[config.mk]
export PLATFORM = sky130hd
export DESIGN_NAME = cs_wait_ctrl
export DESIGN_NICKNAME = d
export VERILOG_FILES = /design/src/rtl/cswc_pkg.sv /design/src/rtl/cswc_bank_regs.sv /design/src/rtl/cswc_decode.sv /design/src/rtl/cswc_access_fsm.sv /design/src/rtl/cs_wait_ctrl.sv
export SDC_FILE = /design/constraint.sdc
export NUM_CORES = 1
export LEC_CHECK = 0
export ABC_AREA = 1
export BUFFER_PORTS_ARGS = -buffer_cell sky130_fd_sc_hd__buf_4
export CORE_ASPECT_RATIO = 1.5
export CORE_MARGIN = 3
export CORE_UTILIZATION = 63
export CTS_BUF_LIST = sky130_fd_sc_hd__clkbuf_8
export CTS_CLUSTER_DIAMETER = 50
export DETAILED_ROUTE_END_ITERATION = 8
export HOLD_SLACK_MARGIN = 0.1
export PLACE_DENSITY_LB_ADDON = 0.05
export SETUP_SLACK_MARGIN = 0.3
export SYNTH_ARGS = -nofsm -noshare
export SYNTH_HDL_FRONTEND = slang
export SYNTH_SLANG_ARGS = --single-unit
[constraint.sdc]
create_clock -name clk -period 2.7 [get_ports clk]
set_input_delay 0.54 -clock clk [delete_from_list [all_inputs] [get_ports clk]]
set_output_delay 0.54 -clock clk [all_outputs]
set_load 0.005 [all_outputs]
[src/rtl/cswc_pkg.sv]
package cswc_pkg;
    localparam int ADDR_W        = 32;
    localparam int MIN_BLK_LOG2  = 15;
    localparam int TAG_W         = ADDR_W - MIN_BLK_LOG2;
    localparam int MAX_SIZE_CODE = 13;
    localparam int SIZE_W        = 4;
    localparam int WAIT_MAX      = 30;
    localparam int WAIT_W        = $clog2(WAIT_MAX + 1);
    localparam int PW_W          = 2;

    typedef struct packed {
        logic              valid;
        logic              wprot;
        logic [PW_W-1:0]   pwidth;
        logic [WAIT_W-1:0] waits;
        logic [TAG_W-1:0]  base;
        logic [TAG_W-1:0]  mask;
    } bank_cfg_t;

    typedef enum logic [1:0] {
        ST_IDLE = 2'd0,
        ST_WAIT = 2'd1,
        ST_ACK  = 2'd2,
        ST_ERR  = 2'd3
    } acc_state_t;
endpackage

[src/rtl/cswc_bank_regs.sv]
module cswc_bank_regs
    import cswc_pkg::*;
#(
    parameter int NUM_BANKS = 8,
    parameter int SEL_W     = $clog2(NUM_BANKS)
) (
    input  logic              clk,
    input  logic              rst_n,
    input  logic [PW_W-1:0]   boot_width,
    input  logic              cfg_wr,
    input  logic [SEL_W-1:0]  cfg_sel,
    input  logic [TAG_W-1:0]  cfg_base,
    input  logic [SIZE_W-1:0] cfg_size,
    input  logic [PW_W-1:0]   cfg_width,
    input  logic [WAIT_W-1:0] cfg_waits,
    input  logic              cfg_wprot,
    input  logic              cfg_valid,
    output bank_cfg_t         banks [NUM_BANKS]
);
    bank_cfg_t regs_d [NUM_BANKS];
    bank_cfg_t regs_q [NUM_BANKS];
    bank_cfg_t new_entry;
    logic [SIZE_W-1:0] size_eff;
    logic [WAIT_W-1:0] waits_eff;

    always_comb begin
        size_eff  = (cfg_size > SIZE_W'(MAX_SIZE_CODE)) ? SIZE_W'(MAX_SIZE_CODE) : cfg_size;
        waits_eff = (cfg_waits > WAIT_W'(WAIT_MAX)) ? WAIT_W'(WAIT_MAX) : cfg_waits;
        new_entry.valid  = cfg_valid;
        new_entry.wprot  = cfg_wprot;
        new_entry.pwidth = cfg_width;
        new_entry.waits  = waits_eff;
        new_entry.base   = cfg_base;
        new_entry.mask   = {TAG_W{1'b1}} << size_eff;
        for (int i = 0; i < NUM_BANKS; i++) begin
            regs_d[i] = regs_q[i];
            if (cfg_wr && (cfg_sel == SEL_W'(i))) begin
                regs_d[i] = new_entry;
            end
        end
    end

    always_ff @(posedge clk) begin
        if (!rst_n) begin
            for (int i = 1; i < NUM_BANKS; i++) begin
                regs_q[i] <= '0;
            end
            regs_q[0].valid  <= 1'b1;
            regs_q[0].wprot  <= 1'b0;
            regs_q[0].pwidth <= boot_width;
            regs_q[0].waits  <= WAIT_W'(WAIT_MAX);
            regs_q[0].base   <= '0;
            regs_q[0].mask   <= '0;
        end else begin
            for (int i = 0; i < NUM_BANKS; i++) begin
                regs_q[i] <= regs_d[i];
            end
        end
    end

    for (genvar g = 0; g < NUM_BANKS; g++) begin : g_out
        assign banks[g] = regs_q[g];

        // stored wait counts never exceed the limit
        a_r5_wait_limit: assert property (@(posedge clk) disable iff (!rst_n)
            regs_q[g].waits <= WAIT_W'(WAIT_MAX));
    end
endmodule

[src/rtl/cswc_decode.sv]
module cswc_decode
    import cswc_pkg::*;
#(
    parameter int NUM_BANKS = 8,
    parameter int SEL_W     = $clog2(NUM_BANKS)
) (
    input  bank_cfg_t          banks [NUM_BANKS],
    input  logic [ADDR_W-1:0]  addr,
    output logic               hit,
    output logic [SEL_W-1:0]   idx
);
    logic [NUM_BANKS-1:0] match;
    logic [TAG_W-1:0]     tag;

    assign tag = addr[ADDR_W-1:MIN_BLK_LOG2];

    for (genvar g = 0; g < NUM_BANKS; g++) begin : g_cmp
        assign match[g] = banks[g].valid &&
                          (((tag ^ banks[g].base) & banks[g].mask) == '0);
    end

    always_comb begin
        hit = |match;
        idx = '0;
        for (int i = NUM_BANKS - 1; i >= 0; i--) begin
            if (match[i]) begin
                idx = SEL_W'(i);
            end
        end
    end
endmodule

[src/rtl/cswc_access_fsm.sv]
module cswc_access_fsm
    import cswc_pkg::*;
#(
    parameter int NUM_BANKS = 8,
    parameter int SEL_W     = $clog2(NUM_BANKS)
) (
    input  logic                 clk,
    input  logic                 rst_n,
    input  logic                 req,
    input  logic                 write,
    input  logic                 hit,
    input  logic [SEL_W-1:0]     idx,
    input  bank_cfg_t            sel_cfg,
    output logic [NUM_BANKS-1:0] cs,
    output logic                 ack,
    output logic                 err,
    output logic [PW_W-1:0]      width
);
    typedef struct packed {
        acc_state_t        st;
        logic [WAIT_W-1:0] cnt;
        logic [SEL_W-1:0]  bank;
        logic [PW_W-1:0]   pw;
    } acc_t;

    acc_t acc_d, acc_q;
    logic busy;

    always_comb begin
        acc_d = acc_q;
        unique case (acc_q.st)
            ST_IDLE: begin
                if (req && hit) begin
                    if (write && sel_cfg.wprot) begin
                        acc_d.st = ST_ERR;
                    end else begin
                        acc_d.st   = ST_WAIT;
                        acc_d.cnt  = sel_cfg.waits;
                        acc_d.bank = idx;
                        acc_d.pw   = sel_cfg.pwidth;
                    end
                end
            end
            ST_WAIT: begin
                if (acc_q.cnt == '0) begin
                    acc_d.st = ST_ACK;
                end else begin
                    acc_d.cnt = acc_q.cnt - 1'b1;
                end
            end
            ST_ACK:  acc_d.st = ST_IDLE;
            ST_ERR:  acc_d.st = ST_IDLE;
            default: acc_d.st = ST_IDLE;
        endcase
    end

    always_ff @(posedge clk) begin
        if (!rst_n) begin
            acc_q <= '{st: ST_IDLE, cnt: '0, bank: '0, pw: '0};
        end else begin
            acc_q <= acc_d;
        end
    end

    assign busy  = (acc_q.st == ST_WAIT) || (acc_q.st == ST_ACK);
    assign cs    = busy ? (NUM_BANKS'(1) << acc_q.bank) : '0;
    assign ack   = (acc_q.st == ST_ACK);
    assign err   = (acc_q.st == ST_ERR);
    assign width = busy ? acc_q.pw : '0;

    // never more than one chip-select
    a_r2_cs_onehot: assert property (@(posedge clk) disable iff (!rst_n)
        $onehot0(cs));
    // acknowledge is a single-cycle pulse, then the select drops
    a_r4_ack_pulse: assert property (@(posedge clk) disable iff (!rst_n)
        ack |=> (!ack && cs == '0));
    // acknowledge only accompanies an active select
    a_r4_ack_with_cs: assert property (@(posedge clk) disable iff (!rst_n)
        ack |-> (cs != '0));
    // error is a single-cycle pulse with no select and no acknowledge
    a_r7_err_alone: assert property (@(posedge clk) disable iff (!rst_n)
        err |-> (cs == '0 && !ack));
    a_r7_err_pulse: assert property (@(posedge clk) disable iff (!rst_n)
        err |=> !err);
    // the selected bank holds steady until the acknowledge
    a_r10_cs_hold: assert property (@(posedge clk) disable iff (!rst_n)
        (cs != '0 && !ack) |=> (cs == $past(cs)));
endmodule

[src/rtl/cs_wait_ctrl.sv]
module cs_wait_ctrl
    import cswc_pkg::*;
#(
    parameter int NUM_BANKS = 8,
    parameter int SEL_W     = $clog2(NUM_BANKS)
) (
    input  logic                 clk,
    input  logic                 rst_n,
    input  logic [1:0]           boot_width,
    input  logic                 cfg_wr,
    input  logic [SEL_W-1:0]     cfg_sel,
    input  logic [16:0]          cfg_base,
    input  logic [3:0]           cfg_size,
    input  logic [1:0]           cfg_width,
    input  logic [4:0]           cfg_waits,
    input  logic                 cfg_wprot,
    input  logic                 cfg_valid,
    input  logic                 bus_req,
    input  logic [31:0]          bus_addr,
    input  logic                 bus_write,
    output logic [NUM_BANKS-1:0] bus_cs,
    output logic                 bus_ack,
    output logic                 bus_err,
    output logic [1:0]           bus_width
);
    bank_cfg_t        banks [NUM_BANKS];
    logic             hit;
    logic [SEL_W-1:0] idx;
    bank_cfg_t        sel_cfg;

    cswc_bank_regs #(.NUM_BANKS(NUM_BANKS), .SEL_W(SEL_W)) u_regs (
        .clk        (clk),
        .rst_n      (rst_n),
        .boot_width (boot_width),
        .cfg_wr     (cfg_wr),
        .cfg_sel    (cfg_sel),
        .cfg_base   (cfg_base),
        .cfg_size   (cfg_size),
        .cfg_width  (cfg_width),
        .cfg_waits  (cfg_waits),
        .cfg_wprot  (cfg_wprot),
        .cfg_valid  (cfg_valid),
        .banks      (banks)
    );

    cswc_decode #(.NUM_BANKS(NUM_BANKS), .SEL_W(SEL_W)) u_dec (
        .banks (banks),
        .addr  (bus_addr),
        .hit   (hit),
        .idx   (idx)
    );

    assign sel_cfg = banks[idx];

    cswc_access_fsm #(.NUM_BANKS(NUM_BANKS), .SEL_W(SEL_W)) u_fsm (
        .clk     (clk),
        .rst_n   (rst_n),
        .req     (bus_req),
        .write   (bus_write),
        .hit     (hit),
        .idx     (idx),
        .sel_cfg (sel_cfg),
        .cs      (bus_cs),
        .ack     (bus_ack),
        .err     (bus_err),
        .width   (bus_width)
    );
endmodule

==> results of run 1 <==
[power breakdown]
group	switching, W	total, W	internal (W)
Combinational	0.00114	0.00184	0.000705
Sequential	0.000123	0.00549	0.00537
Clock	0.00200	0.00437	0.00238
[area by class of cell]
cell class,count,area share (%)
multi-input cells,1454,41.3
flip-flops and latches,348,38.7
repair buffers,183,8.25
clock buffers,73,5.56
inverters,165,3.55
well taps,319,2.21
clock inverters,18,0.401
diodes,2,0.0277
[synth_stat cells, drive strengths merged, types with 3 or more instances]
library cell / count / area, um2
dfxtp: 346 / 6930
o21ai: 331 / 1660
nor2: 315 / 1180
nand2: 305 / 1170
a21oi: 264 / 1340
inv: 161 / 609
nand3: 103 / 548
clkbuf: 102 / 388
buf: 35 / 302
or2: 28 / 175
o22ai: 18 / 113
xor2: 16 / 148
nand4: 11 / 75.1
nor3: 11 / 76.3
nand3b: 9 / 67.6
a22o: 7 / 61.3
ha: 7 / 87.6
a211oi: 6 / 45.0
clkinv: 4 / 15.0
xnor2: 4 / 35.0
nor3b: 3 / 22.5
nor4: 3 / 31.3
o21a: 3 / 22.5
[per-layer routing]
metal,wire [um],GRT usage (%),vias to the layer above
met5,0,0,-
met4,2310,18.1,0
met3,2340,3.91,131
met2,22300,57.5,523
met1,17000,37.8,6809
li1,-,-,7124
[flip-flops by register name, summed over array words and instances, names as in the netlist]
register       cells
u_regs.regs_q    336
u_fsm.acc_q       12
[stage by stage]
step	cells	hold slack, ns	total power, W	utilization (%)
final	2562	0.239	0.0117	76.2
after global routing	2562	0.259	0.0122	76.2
after CTS	2559	0.213	0.0116	75.3
after detailed placement	2457	0.444	0.00716	68.9
after global placement	2457	0.438	0.00712	68.9
after floorplan	2103	0.429	0.00660	-
[worst paths after layout]
path	to	start	cells after the start
max reg2reg	u_fsm.acc_q[3]	u_regs.regs_q[1][63]	20
max	u_fsm.acc_q[3]	u_regs.regs_q[1][63]	20
min reg2reg	u_regs.regs_q[0][38]	u_regs.regs_q[0][38]	2
min	u_regs.regs_q[0][41]	cfg_wprot	3
[critical path, stage by stage, from the launching register on]
cell and delay (ns):
dfxtp_1 0.31, or2_2 0.30, nand3_2 0.07, nand4_1 0.14, nor2_4 0.18, nand3_2 0.10
nand2_1 0.06, nand2_1 0.04, nand2_1 0.07, nand2_2 0.09, nand2_8 0.13, nand2_8 0.09
buf_6 0.15, nand2_1 0.07, nand3_2 0.09, nand3_4 0.10, nand3_4 0.15, nand2_8 0.15
inv_8 0.05, nand2_2 0.06, a21oi_2 0.04
[kinds of logic (layout without fill, tap and decap cells)]
family                     Yosys count  after routing  synth area share, %
and+or+nand+nor                    789            790                 22.0
AOI/OAI and AO/OA                  637            637                 21.7
DFF                                348            348                 45.9
buffers and inverters              302            439                 8.63
xor gates and xnor gates            20             20                 1.20
adders and majority gates            7              7                0.575
other                                0              2                    0
[what timing repair did]
action                     4_1_cts  5_1_grt
gates cloned                     2        1
setup endpoints to repair       19       14
pin swaps                       41       39
buffers inserted                 9        0
resized for setup               93       47
==> summary.md, run 1 <==
| Metric | Value |
|---|---|
| Fillers | `between 1500 and 2000` |
| Final setup margin | `between 0.1 and 0.15 ns` |
| Die Wd | `roughly 130 um` |
| DR iter-0 viols | `roughly 1200` |
| Rel. slew slack | `38.1%` |
| Number of global-route vias before repair | `roughly 14000` |
| Full die area | `0.0261 mm2` |
| DRT Pass-1 Iters | `6` |
| DP Worst Slack | `-0.363 ns` |
| Most frequent cells in the layout | `dfxtp_1 (331), o21ai_0 (312), nor2_1 (292)` |
| Post-synth ARST share | `0%` |
| Cells after Synth | `between 2000 and 2500` |
| Final period utilization | `between 90% and 100%` |
| Final Hold Fails | `0` |
| Cts bufs inserted | `between 50 and 60` |
| Routed Antenna Nets | `0` |
| Worst reg2reg setup slack | `roughly 0.13 ns` |
| Synth cell types | `53` |
| Sequential element share of the synthesized area | `45.9%` |
| Share of cells above drive strength 1 | `between 15 and 20%` |
| # Max-Cap Violations | `0` |
| Slew at the pin closest to its max-slew limit | `about 0.93 ns` |
| CTS sink count | `approximately 350` |
| Setup Skew | `between 0.015 and 0.02 ns` |
| Drc violations | `0` |
| First-pass GRT wire length | `between 60000 and 70000 um` |
| Nets | `around 2300` |
| Clock-pin slew on the worst setup and hold paths | `~0.06 ns` |
| Worst setup EP type | `register` |
| Worst EP required | `between 3 and 4 ns` |
| Placement Cell Area | `between 0.015 and 0.02 mm2` |
| CTS tree | `built` |
| Min-Delay Path Class | `in -> reg` |
| Number of flops mapped to enable cells by yosys | `2` |
| Setup TNS | `0 ns` |
| # setup viols final | `0` |
| I/O pins | `84` |
| YS warnings | `0` |
| Fmax achieved | `about 400 MHz` |
| Top FF cell, synth | `dfxtp_1` |
| HPWL after DPL | `28600 um` |
| Crit start category | `register` |
| Clock latency on the worst-skew pair | `0.59 ns` |
| Total congestion overflow | `0` |
| LEAKAGE | `7.70 nW` |
| Antenna violations before repair | `2` |
| Synth Area per Inst | `7.24 um2` |
| Syn nets | `2182` |
| CTS Root Cell | `clkbuf_8` |
| # rows | `a little under 70` |
| Routed vias | `14587` |
| FF+latch area | `0.00701 mm2` |
| Arrival @ worst endpoint | `3.02 ns` |
| Drt via density | `between 5 and 6` |
| Post-synthesis cell area | `between 0.015 and 0.02 mm2` |
| Outcome | `complete, no violations` |
| Largest net degree at the start of global routing | `101` |
| Minimum clock period | `between 2 and 3 ns` |
| RSZ-0062 raised after global routing | `true` |
| Clock buffer depth | `3` |
| Area Overhead vs Synth | `18.7%` |
| Final Max Tran Viols | `0` |
| WL per Instance | `approximately 17 um` |
| Initial core utilization | `around 64%` |
| Routed wire length | `approximately 44000 um` |
| Commonest non-fill, non-tap cell in the layout | `dfxtp_1` |
| Die Y-Extent | `196 um` |
| Number of buffers added on ports | `68` |
| Maximum fanout along the worst path | `7` |
| Worst Setup Path Type | `reg -> reg` |
| Hold-fix buffers at CTS | `0` |
| Area occupied by multi-input gates | `roughly 0.0075 mm2` |
| Core area | `between 0.02 and 0.025 mm2` |
| Design area | `between 0.015 and 0.02 mm2` |
| CTS H-tree lvls | `2` |
| Routability cong. | `around 0.9` |
| Power Density | `roughly 650 mW/mm2` |
| Synth Register Bits | `348` |
| GR Util All Layers | `32.4%` |
| Worst VDD drop | `roughly 0.44 mV` |
(Power assumes the default switching activity.)
==> run 2, diff against run 1 <==
==> constraint.sdc (replaced) <==
create_clock -name clk -period 2.78 [get_ports clk]
set_input_delay 0.556 -clock clk [delete_from_list [all_inputs] [get_ports clk]]
set_output_delay 0.556 -clock clk [all_outputs]
set_load 0.005 [all_outputs]
==> run 2 against run 1 <==
Compared with the run above:
- critical path depth shrank 7
- clock-buffer cell count is 4 lower
- fmax is 2.4% lower
- first-iteration DRC count is 2.1% higher
- clock skew increased by 0.00075 ns
- non-clock buffer count fell by 9
- hold slack gained 0.023 ns
- flip-flop and latch count unchanged
- cell count decreased by 0.12%
- largest cell class unchanged
- global-route usage decreased by 0.20 points
- worst setup slack gained 0.016 ns
==> summary.md, run 2 (synthesized netlist as in run 1, its figures left out) <==
| Metric | Value |
|---|---|
| Arrival @ worst endpoint | `3.14 ns (+0.12 ns)` |
| Worst r2r path cells | `13 (-35%)` |
| Full die area | `0.0261 mm2 (unchanged)` |
| Nets | `2273 (-0.39%)` |
| Cts bufs inserted | `51 (unchanged)` |
| Clock buffer depth | `3 (unchanged)` |
| Outcome | `complete, no violations` |
| Worst VDD drop | `0.633 mV (+44%)` |
| Worst R2R End | `u_fsm.acc_q[11]` |
| Routed wire length | `43700 um (-0.61%)` |
| HPWL after DPL | `27900 um (-2.3%)` |
| CTS sink count | `348 (unchanged)` |
| Total congestion overflow | `0 (unchanged)` |
| Power Density | `637 mW/mm2 (-1.6%)` |
| Design area | `0.0180 mm2 (-0.37%)` |
| Largest registers | `u_regs.regs_q x336, u_fsm.acc_q x12` |
| Slew at the pin closest to its max-slew limit | `1.08 ns (+0.148 ns)` |
| Worst reg2reg setup slack | `0.14 ns (+0.02 ns)` |
| First-pass GRT wire length | `68200 um (-0.74%)` |
| Die Y-Extent | `196 um (unchanged)` |
| Drt via density | `5.61 (-1.5%)` |
| I/O pins | `84 (unchanged)` |
| Most flop-heavy register | `u_regs.regs_q` |
| Critical R2R Launch | `u_regs.regs_q[0][30]` |
| Antenna violations before repair | `5 (+3)` |
| Largest net degree at the start of global routing | `278 (+180%)` |
| CTS tree | `built` |
| Area Overhead vs Synth | `18.3%` |
| Worst setup EP type | `register` |
| Maximum fanout along the worst path | `11 (+4)` |
| GR Util All Layers | `32.2% (-0.20 points)` |
| Clock-pin slew on the worst setup and hold paths | `0.07 ns (about the same)` |
| Crit start category | `register` |
| Rel. slew slack | `28.2% (-9.9 points)` |
| Placement Cell Area | `0.0163 mm2 (-0.38%)` |
| Number of global-route vias before repair | `13585 (-0.022%)` |
| CTS Root Cell | `clkbuf_8` |
| Min-Delay Path Class | `in -> reg` |
| DRT Pass-1 Iters | `5 (-1)` |
| Clock latency on the worst-skew pair | `0.58 ns (about the same)` |
| Final Hold Fails | `0 (unchanged)` |
| Core area | `0.0237 mm2 (unchanged)` |
| Die Wd | `133 um (unchanged)` |
| # rows | `69 (unchanged)` |
| Drc violations | `0 (unchanged)` |
| Setup Skew | `0.0159 ns (+0.000748 ns)` |
| Commonest non-fill, non-tap cell in the layout | `dfxtp_1` |
| Most frequent cells in the layout | `dfxtp_1 (332), o21ai_0 (315), nor2_1 (289)` |
| Hold Path Origin | `cfg_wprot` |
| CTS H-tree lvls | `2 (unchanged)` |
| Routed Antenna Nets | `0 (unchanged)` |
| Minimum clock period | `2.64 ns (+0.0645 ns)` |
| Final Max Tran Viols | `0 (unchanged)` |
| RSZ-0062 raised after global routing | `true` |
| Worst Setup Path Type | `reg -> reg` |
| LEAKAGE | `7.71 nW (+0.12%)` |
| WL per Instance | `17.1 um (-0.50%)` |
| Hold depth | `3 (unchanged)` |
| Final period utilization | `94.8% (-0.42 points)` |
| Worst EP required | `3.29 ns (+0.14 ns)` |
| Initial core utilization | `64.2% (unchanged)` |
| Fmax achieved | `379 MHz (-2.4%)` |
| Routability cong. | `0.886 (-3.5%)` |
| Number of buffers added on ports | `68 (unchanged)` |
| # setup viols final | `0 (unchanged)` |
| Routed vias | `14350 (-1.6%)` |
| Max reg flops | `336 (unchanged)` |
| Final hold slack | `0.262 ns (+0.0232 ns)` |
| Share of cells above drive strength 1 | `17.6% (-0.62 points)` |
| Hold endpoint | `u_regs.regs_q[0][41]` |
| # Max-Cap Violations | `0 (unchanged)` |
| DR iter-0 viols | `1194 (+2.1%)` |
[run 2: cell count changes in the layout (fill, tap and decap cells not counted), sizes merged]
cell    previous run  this run
buf              182       173
bufinv             0         2
clkbuf            74        70
clkinv             8        11
diode              2         5
inv              175       177
[run 2: timing repair]
item / 4_1_cts / 5_1_grt
setup buffers: 6 / 5
pin swaps: 35 / 43
gates resized for setup: 80 / 53
hold buffers: 0 / 0
endpoints found under the setup margin: 16 / 20
cloned: 0 / 2
[run 2: final cells by class]
type | instances | area (um2)
multi-input combinational | 1454 | 7390
sequential | 348 | 7000
fill | 1834 | 5730
timing repair buffer | 174 | 1460
clock buffer | 69 | 950
inverter | 165 | 639
tap | 319 | 399
clock inverter | 25 | 155
antenna | 5 | 12.5
[run 2: stage by stage]
step                total power [W]  setup TNS, ns  util [%]  cells  setup slack [ns]
floorplan                   0.00640              0         -   2103             0.308
global placement            0.00690          -3.07      68.7   2447            -0.296
detailed placement          0.00695          -4.08      68.7   2447            -0.373
CTS                          0.0114              0      74.7   2547             0.267
global route                 0.0119              0      75.9   2559            0.0465
finish                       0.0115              0      75.9   2559             0.145
[run 2: per-layer routing]
layer | part of all wire, % | global-route usage [%] | up-vias
met3 | 5.3 | 4.11 | 132
li1 | - | - | 7114
met2 | 50 | 57.3 | 485
met1 | 39 | 37.8 | 6619
met5 | 0 | 0 | -
met4 | 5.2 | 16.9 | 0
[run 2: critical path, cell delays in order (launching register included)]
cell and delay [ns]:
dfxtp_1 0.33, o21ai_0 0.19, a21oi_1 0.11, nor4_2 0.31, nand2_1 0.11, nor3_2 0.23, nand3_2 0.19, buf_4 0.23
nand3_1 0.10, nand3_2 0.10, nand3_4 0.12, nand3_4 0.16, nand3b_1 0.23, a21oi_2 0.14
[run 2: how the worst max path moves through the flow]
stage	slack [ns]	start	depth (start not counted)	end
finish	0.14	u_regs.regs_q[0][30]	13	u_fsm.acc_q[11]
global route	0.05	u_regs.regs_q[0][30]	17	u_fsm.acc_q[7]
CTS	0.27	u_regs.regs_q[1][18]	17	u_fsm.acc_q[8]
detailed placement	-0.37	bus_addr[17]	19	u_fsm.acc_q[7]
global placement	-0.30	bus_addr[17]	20	u_fsm.acc_q[7]
floorplan	0.31	bus_addr[30]	18	u_fsm.acc_q[0]
[run 2: power by group]
group          internal, W  switching, W
logic             0.000682       0.00109
registers          0.00521      0.000116
clock network      0.00240       0.00198
total              0.00829       0.00319
==> run 3, diff against run 2 <==
--- a/config.mk
+++ b/config.mk
@@ -7,9 +7,12 @@
 export LEC_CHECK = 0
 export ABC_AREA = 1
 export BUFFER_PORTS_ARGS = -buffer_cell sky130_fd_sc_hd__buf_4
+export CAP_MARGIN = 20
+export CELL_PAD_IN_SITES_DETAIL_PLACEMENT = 1
+export CELL_PAD_IN_SITES_GLOBAL_PLACEMENT = 2
 export CORE_ASPECT_RATIO = 1.5
 export CORE_MARGIN = 3
-export CORE_UTILIZATION = 63
+export CORE_UTILIZATION = 37
 export CTS_BUF_LIST = sky130_fd_sc_hd__clkbuf_8
 export CTS_CLUSTER_DIAMETER = 50
 export DETAILED_ROUTE_END_ITERATION = 8
==> run 3 against run 2 <==
Compared with the run above:
- die area is 67% higher
- clock power is 7.8% higher
- critical endpoint is now u_fsm.acc_q[9]
- highest routed layer unchanged
- largest cell class unchanged
- clock-buffer cell count is 3 higher
==> summary.md, run 3 (synthesized netlist as in run 1, its figures left out) <==
| Metric | Value |
|---|---|
| Maximum fanout along the worst path | `10 (-1)` |
| Routed wire length | `53100 um (+22%)` |
| RSZ-0062 raised after global routing | `true` |
| Clock-pin slew on the worst setup and hold paths | `0.07 ns (about the same)` |
| # rows | `90 (+30%)` |
| Combinational Power Share | `15.2% (-0.3 points)` |
| DP Worst Slack | `-0.517 ns (-0.144 ns)` |
| WL per Instance | `19.1 um (+12%)` |
| Setup Skew | `0.0200 ns (+0.00409 ns)` |
| Most flop-heavy register | `u_regs.regs_q` |
| GR Util All Layers | `24.4% (-7.8 points)` |
| Largest net degree at the start of global routing | `177 (-36%)` |
| CTS sink count | `348 (unchanged)` |
| Routability cong. | `0.804 (-9.3%)` |
| Antenna violations before repair | `3 (-2)` |
| CTS H-tree lvls | `2 (unchanged)` |
| Power Density | `633 mW/mm2 (-0.71%)` |
| Slew at the pin closest to its max-slew limit | `0.980 ns (-0.0972 ns)` |
| Max reg flops | `336 (unchanged)` |
| Total congestion overflow | `0 (unchanged)` |
| Routed Antenna Nets | `0 (unchanged)` |
| Final setup margin | `0.240 ns (+0.0950 ns)` |
| Number of buffers added on ports | `68 (unchanged)` |
| Worst EP required | `3.29 ns (about the same)` |
| Min-Delay Path Class | `in -> reg` |
| Drt via density | `5.22 (-6.8%)` |
| Core area | `0.0404 mm2 (+70%)` |
| Cts bufs inserted | `57 (+12%)` |
| Final period utilization | `91.4% (-3.4 points)` |
| Die Y-Extent | `254 um (+30%)` |
| HPWL after DPL | `36000 um (+29%)` |
| Worst VDD drop | `0.438 mV (-31%)` |
| I/O pins | `84 (unchanged)` |
| NetSw | `0.00336 W (+5.2%)` |
| Initial core utilization | `37.7% (-26 points)` |
| Fmax achieved | `394 MHz (+3.7%)` |
| Sequential share of power | `45.0% (-1.4 points)` |
| # setup viols final | `0 (unchanged)` |
| Outcome | `complete, no violations` |
| Drc violations | `0 (unchanged)` |
| CTS Root Cell | `clkbuf_8` |
| # Max-Cap Violations | `0 (unchanged)` |
| Rel. slew slack | `34.7% (+6.5 points)` |
| Switch share | `28.3% (+0.52 points)` |
| Full die area | `0.0437 mm2 (+67%)` |
| Clock power share | `39.8% (+1.7 points)` |
| Number of global-route vias before repair | `15010 (+10%)` |
| Arrival @ worst endpoint | `3.05 ns (-0.09 ns)` |
| Worst Setup Path Type | `reg -> reg` |
| Crit start category | `register` |
| Internal power | `0.00849 W (+2.5%)` |
| Clock latency on the worst-skew pair | `0.62 ns (+0.04 ns)` |
| LEAKAGE | `7.93 nW (+2.9%)` |
| Setup TNS | `0 ns (unchanged)` |
| Fillers | `4978 (+170%)` |
| Worst reg2reg setup slack | `0.24 ns (+0.10 ns)` |
| Minimum clock period | `2.54 ns (-0.0950 ns)` |
| Most frequent cells in the layout | `dfxtp_1 (326), o21ai_0 (311), nor2_1 (288)` |
| Total power | `0.0118 W (+3.2%)` |
| Final hold slack | `0.234 ns (-0.0286 ns)` |
| Share of cells above drive strength 1 | `19.7% (+2.1 points)` |
| Worst setup EP type | `register` |
| Final Hold Fails | `0 (unchanged)` |
| Routed vias | `14534 (+1.3%)` |
| DRT Pass-1 Iters | `4 (-1)` |
| Commonest non-fill, non-tap cell in the layout | `dfxtp_1` |
| DR iter-0 viols | `638 (-47%)` |
| Nets | `2311 (+1.7%)` |
| Clock buffer depth | `3 (unchanged)` |
| First-pass GRT wire length | `83200 um (+22%)` |
| Area Overhead vs Synth | `23.0%` |
| Die Wd | `172 um (+29%)` |
| Final Max Tran Viols | `0 (unchanged)` |
| Largest registers | `u_regs.regs_q x336, u_fsm.acc_q x12` |
| CTS tree | `built` |
[run 3: cell count changes in the layout (fill, tap and decap cells not counted), sizes merged]
cell and delta:
clkinvlp +1, buf +33, diode -3, bufinv +1
clkbuf +3, nand2 -1, clkinv +2
[run 3: timing repair]
item	4_1_cts	5_1_grt
buffers inserted	15	1
hold buffers	0	0
endpoints found under the hold margin	0	0
pin swaps	61	30
gates resized for setup	124	39
cloned	2	1
setup endpoints to repair	20	12
[run 3: layer usage]
metal | vias up | GRT usage [%] | wire length [um]
met2 | 207 | 45.4 | 27700
met3 | 104 | 3.21 | 1550
met5 | - | 0 | 0
li1 | 7177 | - | -
met4 | 0 | 8.95 | 1830
met1 | 7046 | 28.2 | 22000
[run 3: critical path, stage by stage, from the launching register on]
cell	delay, ns
dfxtp_1	0.32
or2_1	0.23
nand3_1	0.08
o21ai_1	0.13
nor3_2	0.21
buf_4	0.16
nand3_4	0.09
nand2_4	0.09
inv_2	0.05
a21oi_4	0.16
buf_12	0.15
inv_8	0.05
buf_12	0.13
nand2_1	0.09
nor2_2	0.05
nor2_2	0.10
nor2_1	0.06
nand2_2	0.05
nand2_1	0.05
nor2_1	0.10
nor2_1	0.05
[run 3: power by group through the flow]
stage                     Clock (W)  Combinational, W  Sequential (W)
after floorplan                   0           0.00100         0.00540
after CTS                   0.00488           0.00177         0.00533
after detailed placement          0           0.00162         0.00544
after global placement            0           0.00158         0.00543
final                       0.00472           0.00180         0.00534
after global routing        0.00510           0.00200         0.00536
[run 3: path summary, 6_finish.rpt]
check                                           start              endpoint  cells past startpoint
worst max-delay path            u_regs.regs_q[0][105]        u_fsm.acc_q[9]                     20
worst min-delay path                        cfg_wprot  u_regs.regs_q[0][41]                      3
worst max register to register  u_regs.regs_q[0][105]        u_fsm.acc_q[9]                     20
worst min register to register   u_regs.regs_q[1][91]  u_regs.regs_q[1][91]                      2
[run 3: through the flow]
stage	util (%)	instances	area (um2)
finish	46.3	2782	18700
global route	46.3	2782	18700
CTS	45.9	2778	18500
detailed placement	41.4	2660	16700
global placement	41.4	2660	16700
floorplan	-	2103	15200
[run 3: area by class of cell]
cell class | count | area, um2 | share of cell area [%]
clock inverters | 29 | 203 | 1.08
inverters | 165 | 639 | 3.41
diodes | 2 | 5.00 | 0.0267
multi-input cells | 1453 | 7480 | 39.9
repair buffers | 207 | 1760 | 9.41
flip-flops and latches | 348 | 7010 | 37.4
clock buffers | 72 | 991 | 5.29
well taps | 506 | 633 | 3.38
